==> src/rtl/fpx_pkg.sv <==
package fpx_pkg;

    localparam int EXP_W = 8;
    localparam int MAN_W = 23;
    localparam int FP_W  = 1 + EXP_W + MAN_W;
    localparam int BIAS  = (1 << (EXP_W - 1)) - 1;
    localparam int OP_W  = 3;

    typedef enum logic [OP_W-1:0] {
        OP_ADD  = 3'd0,
        OP_SUB  = 3'd1,
        OP_MUL  = 3'd2,
        OP_DIV  = 3'd3,
        OP_SQRT = 3'd4,
        OP_CVT  = 3'd5,
        OP_CEQ  = 3'd6,
        OP_CORD = 3'd7
    } fpx_op_e;

    typedef enum logic [2:0] {
        CL_ZERO = 3'd0,
        CL_FIN  = 3'd1,
        CL_INF  = 3'd2,
        CL_QNAN = 3'd3,
        CL_SNAN = 3'd4
    } fpx_cls_e;

    typedef struct packed {
        fpx_cls_e         cls;
        logic             sign;
        logic [EXP_W-1:0] exp;
        logic [MAN_W-1:0] man;
    } fpx_opnd_t;

    typedef struct packed {
        logic            invalid;
        logic            div_zero;
        logic            subst_valid;
        logic [FP_W-1:0] subst;
    } fpx_verdict_t;

    localparam logic [FP_W-1:0] QNAN_DEF =
        {1'b0, {EXP_W{1'b1}}, 1'b1, {(MAN_W-1){1'b0}}};

    function automatic logic is_nan(fpx_cls_e c);
        return (c == CL_QNAN) || (c == CL_SNAN);
    endfunction

    function automatic logic has_fp_dest(fpx_op_e o);
        return (o == OP_ADD) || (o == OP_SUB) || (o == OP_MUL) ||
               (o == OP_DIV) || (o == OP_SQRT);
    endfunction

    function automatic logic [FP_W-1:0] signed_inf(logic s);
        return {s, {EXP_W{1'b1}}, {MAN_W{1'b0}}};
    endfunction

endpackage

==> src/rtl/fpx_classify.sv <==
module fpx_classify
    import fpx_pkg::*;
(
    input  logic [FP_W-1:0] word,
    output fpx_opnd_t       info
);
    logic             s;
    logic [EXP_W-1:0] e;
    logic [MAN_W-1:0] m;

    assign s = word[FP_W-1];
    assign e = word[FP_W-2:MAN_W];
    assign m = word[MAN_W-1:0];

    always_comb begin
        info.sign = s;
        info.exp  = e;
        info.man  = m;
        if (e == {EXP_W{1'b1}}) begin
            if (m == '0)          info.cls = CL_INF;
            else if (m[MAN_W-1])  info.cls = CL_QNAN;
            else                  info.cls = CL_SNAN;
        end else if (e == '0 && m == '0) begin
            info.cls = CL_ZERO;
        end else begin
            info.cls = CL_FIN;
        end
    end
endmodule

==> src/rtl/fpx_rules.sv <==
module fpx_rules
    import fpx_pkg::*;
#(
    parameter int INT_W = 32
) (
    input  fpx_op_e      op,
    input  fpx_opnd_t    a,
    input  fpx_opnd_t    b,
    output fpx_verdict_t verdict
);
    localparam int CVT_LIM_EXP = BIAS + INT_W - 1;

    logic uses_b;
    logic snan_hit;
    logic rule_hit;
    logic cvt_over;
    logic dz;
    logic inv;

    assign uses_b   = !(op == OP_SQRT || op == OP_CVT);
    assign snan_hit = (a.cls == CL_SNAN) || (uses_b && b.cls == CL_SNAN);

    assign cvt_over = (a.cls == CL_FIN) && (int'(a.exp) >= CVT_LIM_EXP) &&
                      !(a.sign && int'(a.exp) == CVT_LIM_EXP && a.man == '0);

    always_comb begin
        rule_hit = 1'b0;
        unique case (op)
            OP_ADD, OP_SUB:
                rule_hit = (a.cls == CL_INF) && (b.cls == CL_INF) &&
                           (a.sign ^ b.sign ^ (op == OP_SUB));
            OP_MUL:
                rule_hit = (a.cls == CL_ZERO && b.cls == CL_INF) ||
                           (a.cls == CL_INF  && b.cls == CL_ZERO);
            OP_DIV:
                rule_hit = (a.cls == CL_ZERO && b.cls == CL_ZERO) ||
                           (a.cls == CL_INF  && b.cls == CL_INF);
            OP_SQRT:
                rule_hit = a.sign && (a.cls == CL_FIN || a.cls == CL_INF);
            OP_CVT:
                rule_hit = (a.cls == CL_INF) || is_nan(a.cls) || cvt_over;
            OP_CEQ:
                rule_hit = 1'b0;
            OP_CORD:
                rule_hit = is_nan(a.cls) || is_nan(b.cls);
            default:
                rule_hit = 1'b0;
        endcase
    end

    assign inv = snan_hit || rule_hit;
    assign dz  = (op == OP_DIV) && (b.cls == CL_ZERO) && (a.cls == CL_FIN);

    always_comb begin
        verdict.invalid     = inv;
        verdict.div_zero    = dz;
        verdict.subst_valid = 1'b0;
        verdict.subst       = '0;
        if (inv && has_fp_dest(op)) begin
            verdict.subst_valid = 1'b1;
            verdict.subst       = QNAN_DEF;
        end else if (dz) begin
            verdict.subst_valid = 1'b1;
            verdict.subst       = signed_inf(a.sign ^ b.sign);
        end
    end
endmodule

==> src/rtl/fp_exc_screen.sv <==
module fp_exc_screen
    import fpx_pkg::*;
#(
    parameter int INT_W = 32
) (
    input  logic            clk,
    input  logic            rst,
    input  logic            in_valid,
    input  logic [OP_W-1:0] op,
    input  logic [FP_W-1:0] opa,
    input  logic [FP_W-1:0] opb,
    output logic            out_valid,
    output logic            invalid,
    output logic            div_zero,
    output logic            subst_valid,
    output logic [FP_W-1:0] subst
);
    localparam int N_OPND = 2;

    logic [FP_W-1:0] words [N_OPND];
    fpx_opnd_t       info  [N_OPND];
    fpx_verdict_t    verdict_c;
    fpx_verdict_t    verdict_q;
    logic            valid_q;

    assign words[0] = opa;
    assign words[1] = opb;

    for (genvar i = 0; i < N_OPND; i++) begin : g_cls
        fpx_classify u_cls (
            .word (words[i]),
            .info (info[i])
        );
    end

    fpx_rules #(.INT_W(INT_W)) u_rules (
        .op      (fpx_op_e'(op)),
        .a       (info[0]),
        .b       (info[1]),
        .verdict (verdict_c)
    );

    always_ff @(posedge clk) begin
        if (rst) begin
            valid_q   <= 1'b0;
            verdict_q <= '0;
        end else begin
            valid_q   <= in_valid;
            verdict_q <= in_valid ? verdict_c : '0;
        end
    end

    assign out_valid   = valid_q;
    assign invalid     = verdict_q.invalid;
    assign div_zero    = verdict_q.div_zero;
    assign subst_valid = verdict_q.subst_valid;
    assign subst       = verdict_q.subst;
endmodule

==> config.mk <==
export PLATFORM = sky130hd
export DESIGN_NAME = fp_exc_screen
export DESIGN_NICKNAME = d
export VERILOG_FILES = /design/src/rtl/fpx_pkg.sv /design/src/rtl/fpx_classify.sv /design/src/rtl/fpx_rules.sv /design/src/rtl/fp_exc_screen.sv
export SDC_FILE = /design/constraint.sdc
export NUM_CORES = 1
export LEC_CHECK = 0
export ABC_AREA = 1
export BUFFER_PORTS_ARGS = -buffer_cell sky130_fd_sc_hd__buf_4
export CORE_ASPECT_RATIO = 0.8
export CORE_MARGIN = 3
export CORE_UTILIZATION = 38
export DETAILED_ROUTE_END_ITERATION = 8
export PLACE_DENSITY = 0.85
export SLEW_MARGIN = 40
export SYNTH_ARGS = -nofsm -noshare
export SYNTH_HDL_FRONTEND = slang
export SYNTH_SLANG_ARGS = --single-unit
==> constraint.sdc <==
create_clock -name clk -period 2.6 [get_ports clk]
set_clock_uncertainty 0.15 [all_clocks]
set_input_delay 0.26 -clock clk [delete_from_list [all_inputs] [get_ports clk]]
set_output_delay 0.26 -clock clk [all_outputs]
set_load 0.02 [all_outputs]
# After elaboration in Yosys (flattened, before gate mapping)
# Cells that the tools add are included.
dict set report word_totals {
  regBits 36
  latchBits 0
  ramBits 0
  mem_bits_ro 0
  in_bits 70
  output_inout_bits 36
  n_memories 0
}
dict set report classes {
  addsub 0
  n_mul 0
  div 0
  order_cmp 1
  n_eq_ne 17
  n_shift 0
  muxes 11
  n_bitwise 4
  reduce_logical 44
}
# op n
set op_table {}
lappend op_table {{33-bit 2-to-1 mux} 2}
lappend op_table {{23-bit logical NOT} 2}
lappend op_table {{8-bit equality test, second input constant} 3}
lappend op_table {{3-bit by 2-bit equality test with 1-bit output, second input constant} 6}
lappend op_table {{3-bit equality test, second input constant} 6}
lappend op_table {{3-bit 2-to-1 mux} 6}
lappend op_table {{1-bit logical AND} 16}
lappend op_table {{8-bit logical NOT} 2}
lappend op_table {{1-bit logical OR} 15}
lappend op_table {{3-bit logical NOT} 3}
lappend op_table {{8-bit greater-or-equal comparator, second input constant} 1}
lappend op_table {{1-bit case mux with 7 select lines} 1}
lappend op_table {{3-bit by 1-bit equality test with 1-bit output, second input constant} 2}
lappend op_table {{2-bit OR reduction} 2}
lappend op_table {{4-bit OR reduction} 1}
lappend op_table {{3-bit OR reduction} 1}
lappend op_table {{1-bit logical NOT} 2}
lappend op_table {{1-bit 2-to-1 mux} 2}
lappend op_table {{1-bit inverter} 2}
lappend op_table {{1-bit bitwise XOR} 2}

# Logic depth before layout (Yosys ltp)
# Gate-level depths: netlist (run 1).
dict set report logic_depth {
  word_depth 12
  ltp_mapped 14
}

# By module
# Synthesis (run 1) repeated with hierarchy kept, for this count alone.
dict set report hier_totals {
  cells_unflattened 392
  area_unflattened_um2 2631.3
}
# mod instances cells_per_inst area_each_um2
set by_module_without_submodules {}
lappend by_module_without_submodules {fp_exc_screen 1 112 1134.8}
lappend by_module_without_submodules {fpx_classify 2 69 394.1}
lappend by_module_without_submodules {fpx_rules 1 142 708.2}

# Least setup slack after synthesis (run 1)
# Ideal clock, no wire load.
dict set report synth_path {
  path_kind {input-to-reg}
  startpoint {input port opa[21]}
  endpoint {register verdict_q, in the netlist subst[29]}
  setup_ps 116
  arrival_ps 1179
  slack_ps 1156
  path_stages 12
  path_cell_list {nor2_1 nand2_1 nor2_2 nand2_2 nor2_4 nand2_1 nand3_1 nand2_1 nor2_2 nand4_2 nand3_2 nand2_1}
}
dict set report synth_between {
  elab_chain_len 12
  elab_cells_between_ends 34
  classes_between {4 x eq/ne; 6 x mux; 24 x reduce/logical}
}
# element line
set synth_lines {}
lappend synth_lines {{start: declaration} fp_exc_screen.sv:10} ;# input logic [FP_W-1:0] opa,
lappend synth_lines {{23-bit logical NOT (*)} {fpx_classify.sv:20, fpx_classify.sv:23, fpx_rules.sv:24}}
lappend synth_lines {{1-bit logical AND} fpx_classify.sv:23} ;# end else if (e == '0 && m == '0) begin
lappend synth_lines {{1-bit 2-to-1 mux} fpx_classify.sv:23}
lappend synth_lines {{3-bit 2-to-1 mux} fpx_classify.sv:19} ;# if (e == {EXP_W{1'b1}}) begin
lappend synth_lines {{3-bit by 2-bit equality test with 1-bit output, or another cell as far along} fpx_pkg.sv:46} ;# return (c == CL_QNAN) || (c == CL_SNAN);
lappend synth_lines {{1-bit logical OR or 1-bit logical AND (tied branches)} {fpx_pkg.sv:46, fpx_rules.sv:23}}
lappend synth_lines {{1-bit logical OR or 1-bit logical AND (tied branches)} {fpx_rules.sv:41, fpx_rules.sv:23}}
lappend synth_lines {{1-bit logical OR} fpx_rules.sv:41} ;# rule_hit = (a.cls == CL_INF) || is_nan(a.cls) || cvt_over;
lappend synth_lines {{1-bit case mux with 7 select lines} fpx_rules.sv:28} ;# unique case (op)
lappend synth_lines {{1-bit logical OR} fpx_rules.sv:51} ;# assign inv = snan_hit || rule_hit;
lappend synth_lines {{1-bit logical AND} fpx_rules.sv:59} ;# if (inv && has_fp_dest(op)) begin
lappend synth_lines {{33-bit 2-to-1 mux (*)} fpx_rules.sv:59}
lappend synth_lines {{end signal: assignment} fp_exc_screen.sv:49} ;# verdict_q <= in_valid ? verdict_c : '0;
lappend synth_lines {{end: declaration} fp_exc_screen.sv:23} ;# fpx_verdict_t verdict_q;
# Mark *: on every way between the ends. The rest lies on a longest branch, timed or not.
# A chain may end at the register's enable or synchronous reset.

# Final worst setup path (run 1)
# Same ends and word-level chain as after synthesis.

==> results.py, run 1 <==
metrics = {
    "timing": {
        "fin_crit_ns": 1.40,
        "finalHoldViolations": 0,
        "whs_ns": 0.0732,
        "drv_slew": 0,
        "tns_ns": 0,
        "final.setup.worst_slack_ns": 1.20,
        "fin_crit_sh_pct": 54.0,
        "setup_viol": 0,
        "rsz0062_at_grt": "no",
        "clock.fmax_ghz": 0.712,
    },
    "worst_setup_path": {
        "crit_path_start_kind": "primary input",
        "crit_family": "simple AND/OR/NAND/NOR gates",
        "cp-end-kind": "register",
        "crit_path_start": "opa[21]",
        "cp_max_fo": 3,
        "crit_cells": 13,
        "worstPathCellList": "buf_4 -> nor2_1 -> nand2_1 -> nor2_2 -> nand2_2 -> nor2_4 -> nand2_1 -> nand3_1 -> nand2_1 -> nor2_2 -> nand4_2 -> nand3_2 -> nand2_1",
        "cp.arrival_ns": 1.38,
        "critPathSlowestCell": "nor2_2",
        "required_ns": 2.58,
        "path_class": "in2reg",
        "critPathMaxStageDelay_ns": 0.16,
        "crit_top_cell": "nand2_1",
        "crit_buf_inv": 1,
    },
    "clocking": {
        "htreeDepth": 1,
        "cts_resized": 0,
        "cts_hold_buffers": 0,
        "clk_path_buf_depth": 2,
        "cts_buffers": 3,
        "cts.sinks": 6,
        "path_clk_slew_ns": 0.04,
        "post_cts_buffers": 0,
        "cts_tree": "built",
        "root_buffer": "clkbuf_4",
    },
    "global_routing": {
        "overflow": 0,
        "grt_pass1_wl_mm": 4.02,
        "grt_antenna_before_repair": 0,
        "grt_pass1_vias": 1058,
        "grt_max_degree": 10,
        "grt_use_total_pct": 14.2,
    },
    "route": {
        "drtIter0Drc": 35,
        "drt-wirelength-per-cell_um": 8.60,
        "wl_mm": 2.56,
        "antenna_left": 0,
        "dr_total_vias": 1236,
        "drt_first_pass_iters": 4,
        "vias_per_cell": 4.15,
        "drc": 0,
    },
    "final_layout": {
        "layout_commonest_cell": "buf_4",
        "final_cell_mix": "83 x buf_4, 41 x nor2_1, 39 x nand2_1",
        "final_cells": 298,
        "nets": 334,
        "final_area_mm2": 0.00158,
        "drive_gt1_share_pct": 41.2,
        "diodes": 0,
        "area_delta_synth_final_pct": 52.5,
        "final_core_util_pct": 62.6,
    },
    "min_path": {
        "min-delay-start": "rst",
        "whs_path_depth": 2,
        "hp-class": "in2reg",
    },
    "synthesis": {
        "yosys.area_share.simple_pct": 52.8,
        "synth_top_family_by_area": "simple AND/OR/NAND/NOR gates",
        "synth_area_mm2": 0.00104,
        "synth_cell_types": 24,
        "synth_seq_cells": 6,
        "syn_inst": 185,
        "syn_area_per_cell_um2": 5.60,
        "ys_warn_count": 0,
        "synth_compound_area_share_pct": 2.90,
        "yosysSeqAreaShare_pct": 11.6,
        "synth_xor_area_share_pct": 0.845,
        "synth_adder_area_share_pct": 0,
        "synthMuxAreaShare_pct": 0,
    },
    "pwr": {
        "p_leak_nw": 0.873,
        "p_total_uw": 343,
        "vdd.ir_drop.worst_uv": 121,
        "power_density_mw_per_mm2": 217,
    },
    "place": {
        "portBuffers": 83,
        "gp_congestion": 0.768,
        "post-dp-hpwl_mm": 2.39,
        "dp_cells": 295,
        "pre_cts_ws_ns": 0.933,
        "place_area_mm2": 0.00156,
    },
    "floorplanning": {
        "start_util_pct": 41.1,
        "die_area_mm2": 0.00339,
        "die_w_um": 64.4,
        "core-area_mm2": 0.00252,
        "die_y_um": 52.7,
        "num_io_pins": 106,
        "rows": 16,
    },
    "flow_run": {
        "cap_violations": 0,
    },
    "outcome": {
        "status": "finished, final reports clean",
    },
}
==> kinds of logic after synthesis <==
group / after synthesis
AOI/OAI and AO/OA: 6
xor gates and xnor gates: 1
buffers and inverters: 57
DFF: 6
other: 1
and+or+nand+nor: 114
==> cells in the mapped netlist <==
library cell  count  area share, %
a21oi_1           3            1.4
and2_1            1           0.60
and3_1            1           0.60
buf_4            30             22
clkinv_1          2           0.72
conb_1            1           0.36
dfxtp_1           6             12
inv_1            22            8.0
inv_2             3            1.1
nand2_1          39             14
nand2_2           1           0.60
nand3_1           7            3.4
nand3_2           4            3.9
nand3b_1          1           0.72
nand4_1           3            1.8
nand4_2           1            1.2
nor2_1           41             15
nor2_2            8            4.8
nor2_4            3            3.3
nor3_1            2           0.97
nor3_2            2            1.9
o21ai_0           1           0.48
o21ai_1           2           0.97
xnor2_1           1           0.85
==> sequential cells by signal (all words and copies together) (netlist names) <==
signal	cells
invalid	1
div_zero	1
out_valid	1
subst	3
==> cell type report <==
cell class | instances | area, um2
inverters | 27 | 101
multi-input cells | 143 | 668
clock buffers | 3 | 22.5
flip-flops and latches | 6 | 120
fillers | 255 | 942
repair buffers | 83 | 623
well taps | 36 | 45.0
==> report_power, final <==
part | internal [mW] | switching, mW
registers | 0.0939 | 0.000771
logic | 0.0850 | 0.0792
clock network | 0.0521 | 0.0317
total | 0.231 | 0.112
==> final timing paths <==
check	endpoint	slack, ns
setup / recovery	subst[29]	1.20
hold / removal	out_valid	0.07
==> layer usage <==
| layer | global-route usage, % | vias to the layer above | share of wire (%) |
|---|---|---|---|
| li1 | - | 662 | - |
| met1 | 18.1 | 505 | 41 |
| met2 | 25.7 | 69 | 48 |
| met3 | 3.43 | 0 | 12 |
| met4 | 0 | 0 | 0 |
| met5 | 0 | - | 0 |
No activity file was read; power rests on OpenSTA's default activity.
==> run 2, diff against run 1 <==
- CORE_UTILIZATION: 38 -> 36
- PLACE_DENSITY: 0.85 -> 0.82
- clock period: 2.6 -> 1.3 ns (I/O delays scaled with it)
==> run 2 against run 1 <==
Effect of this change:
- the flow now finishes with violations (setup timing)
- worst setup slack got worse by 1.2 ns
- critical path depth unchanged
- largest cell class unchanged
- critical path type unchanged
- worst hold slack got worse by 0.043 ns
==> results.py, run 2 (synthesis results as in run 1) <==
metrics = {
    "clocking": {
        "clk_path_buf_depth": 2,
        "cts.sinks": 6,
        "cts_tree": "built",
        "htreeDepth": 1,
        "cts_buffers": 3,
        "cts_hold_buffers": 0,
        "root_buffer": "clkbuf_4",
        "path_clk_slew_ns": 0.05,
    },
    "pwr": {
        "vdd.ir_drop.worst_uv": 191,
        "p_total_uw": 731,
        "p_leak_nw": 0.923,
        "power_density_mw_per_mm2": 421,
    },
    "place": {
        "post-dp-hpwl_mm": 2.44,
        "pre_cts_ws_ns": -0.227,
        "portBuffers": 83,
        "gp_congestion": 0.870,
    },
    "timing": {
        "setup_viol": 2,
        "tns_ns": -0.0216,
        "fin_crit_sh_pct": 101,
        "rsz0062_at_grt": "yes",
        "finalHoldViolations": 0,
        "whs_ns": 0.0302,
        "drv_slew": 0,
        "final.setup.worst_slack_ns": -0.0194,
        "fin_crit_ns": 1.32,
        "clock.fmax_ghz": 0.758,
    },
    "route": {
        "drt_first_pass_iters": 4,
        "drt-wirelength-per-cell_um": 9.15,
        "antenna_left": 0,
        "drtIter0Drc": 49,
        "vias_per_cell": 4.18,
        "dr_total_vias": 1276,
        "wl_mm": 2.79,
        "drc": 0,
    },
    "worst_setup_path": {
        "worstPathCellList": "buf_4 -> nor2_2 -> nand2_2 -> nor2_4 -> nand2_2 -> nor2_4 -> nand2_2 -> nand3_1 -> nand2_1 -> nor2_2 -> nand4_2 -> nand3_2 -> nand2_1",
        "crit_top_cell": "nand2_2",
        "cp_max_fo": 3,
        "path_class": "in2reg",
        "critPathMaxStageDelay_ns": 0.13,
        "cp-end-kind": "register",
        "crit_path_start_kind": "primary input",
        "cp.arrival_ns": 1.31,
        "critPathSlowestCell": "nor2_4",
        "required_ns": 1.29,
    },
    "floorplanning": {
        "core-area_mm2": 0.00258,
        "rows": 16,
        "start_util_pct": 40.1,
        "num_io_pins": 106,
        "die_area_mm2": 0.00356,
        "die_w_um": 66.0,
        "die_y_um": 54.0,
    },
    "global_routing": {
        "overflow": 0,
        "grt_max_degree": 10,
        "grt_pass1_vias": 1073,
        "grt_pass1_wl_mm": 4.17,
        "grt_use_total_pct": 14.6,
        "grt_antenna_before_repair": 0,
    },
    "final_layout": {
        "nets": 341,
        "final_cell_mix": "85 x buf_4, 34 x nand2_1, 32 x nor2_1",
        "layout_commonest_cell": "buf_4",
        "largest_reg_flops": 3,
        "diodes": 0,
        "drive_gt1_share_pct": 48.0,
        "area_delta_synth_final_pct": 67.4,
    },
    "min_path": {
        "whs_path_depth": 3,
        "hp-class": "in2reg",
    },
    "outcome": {
        "status": "complete, but fails checks",
        "violations": "setup timing",
    },
    "flow_run": {
        "cap_violations": 0,
    },
}
-- run 2: changes by cell type in the layout (fill, tap and decap cells not counted) --
| cell | previous run | this run |
|---|---|---|
| nor2_1 | 41 | 32 |
| nor2_4 | 3 | 11 |
| buf_6 | 0 | 5 |
| nand2_1 | 39 | 34 |
| nand2_2 | 1 | 6 |
| buf_4 | 83 | 85 |
| nand3_2 | 4 | 3 |
| nand3_4 | 0 | 1 |
| nor2_2 | 8 | 9 |
-- run 2: final timing paths --
check | startpoint | to | slack, ns
setup / recovery | opa[9] | subst[29] | -0.02
hold / removal | rst | out_valid | 0.03
-- run 2: critical path: cells and delay by family --
kind	cells	cell delay, ns
AND/OR/NAND/NOR	12	1.05
buffers and inverters	1	0.11
-- run 2: power breakdown --
group,total [mW],leakage (nW),switching (mW),internal [mW]
registers,0.189,0.0487,0.00149,0.188
logic,0.365,0.860,0.175,0.190
clock network,0.177,0.0138,0.0722,0.105
total,0.731,0.923,0.249,0.482
-- run 2: metrics by stage --
stage | util, % | cells | instance area (um2)
floorplan | - | 206 | 1110
global placement | 62.4 | 302 | 1610
detailed placement | 62.4 | 302 | 1610
CTS | 63.2 | 305 | 1630
global route | 67.2 | 305 | 1730
finish | 67.2 | 305 | 1730
-- run 2: repair_timing --
item / 4_1_cts / 5_1_grt
resized for setup: 0 / 28
endpoints found under the setup margin: 0 / 5
buffers inserted: 0 / 0
-- run 2: final cells by class --
cell class	instances	area (um2)
Fill cell	245	848
Multi-Input combinational cell	143	751
Timing Repair Buffer	90	694
Sequential cell	6	120
Inverter	27	101
Tap cell	36	45.0
Clock buffer	3	22.5
-- run 2: metal layers --
layer	vias up	part of all wire [%]	GRT usage [%]
li1	675	-	-
met2	59	52	26.3
met4	0	0	3.04
met3	0	11	3.34
met5	-	0	0
met1	542	37	17.9
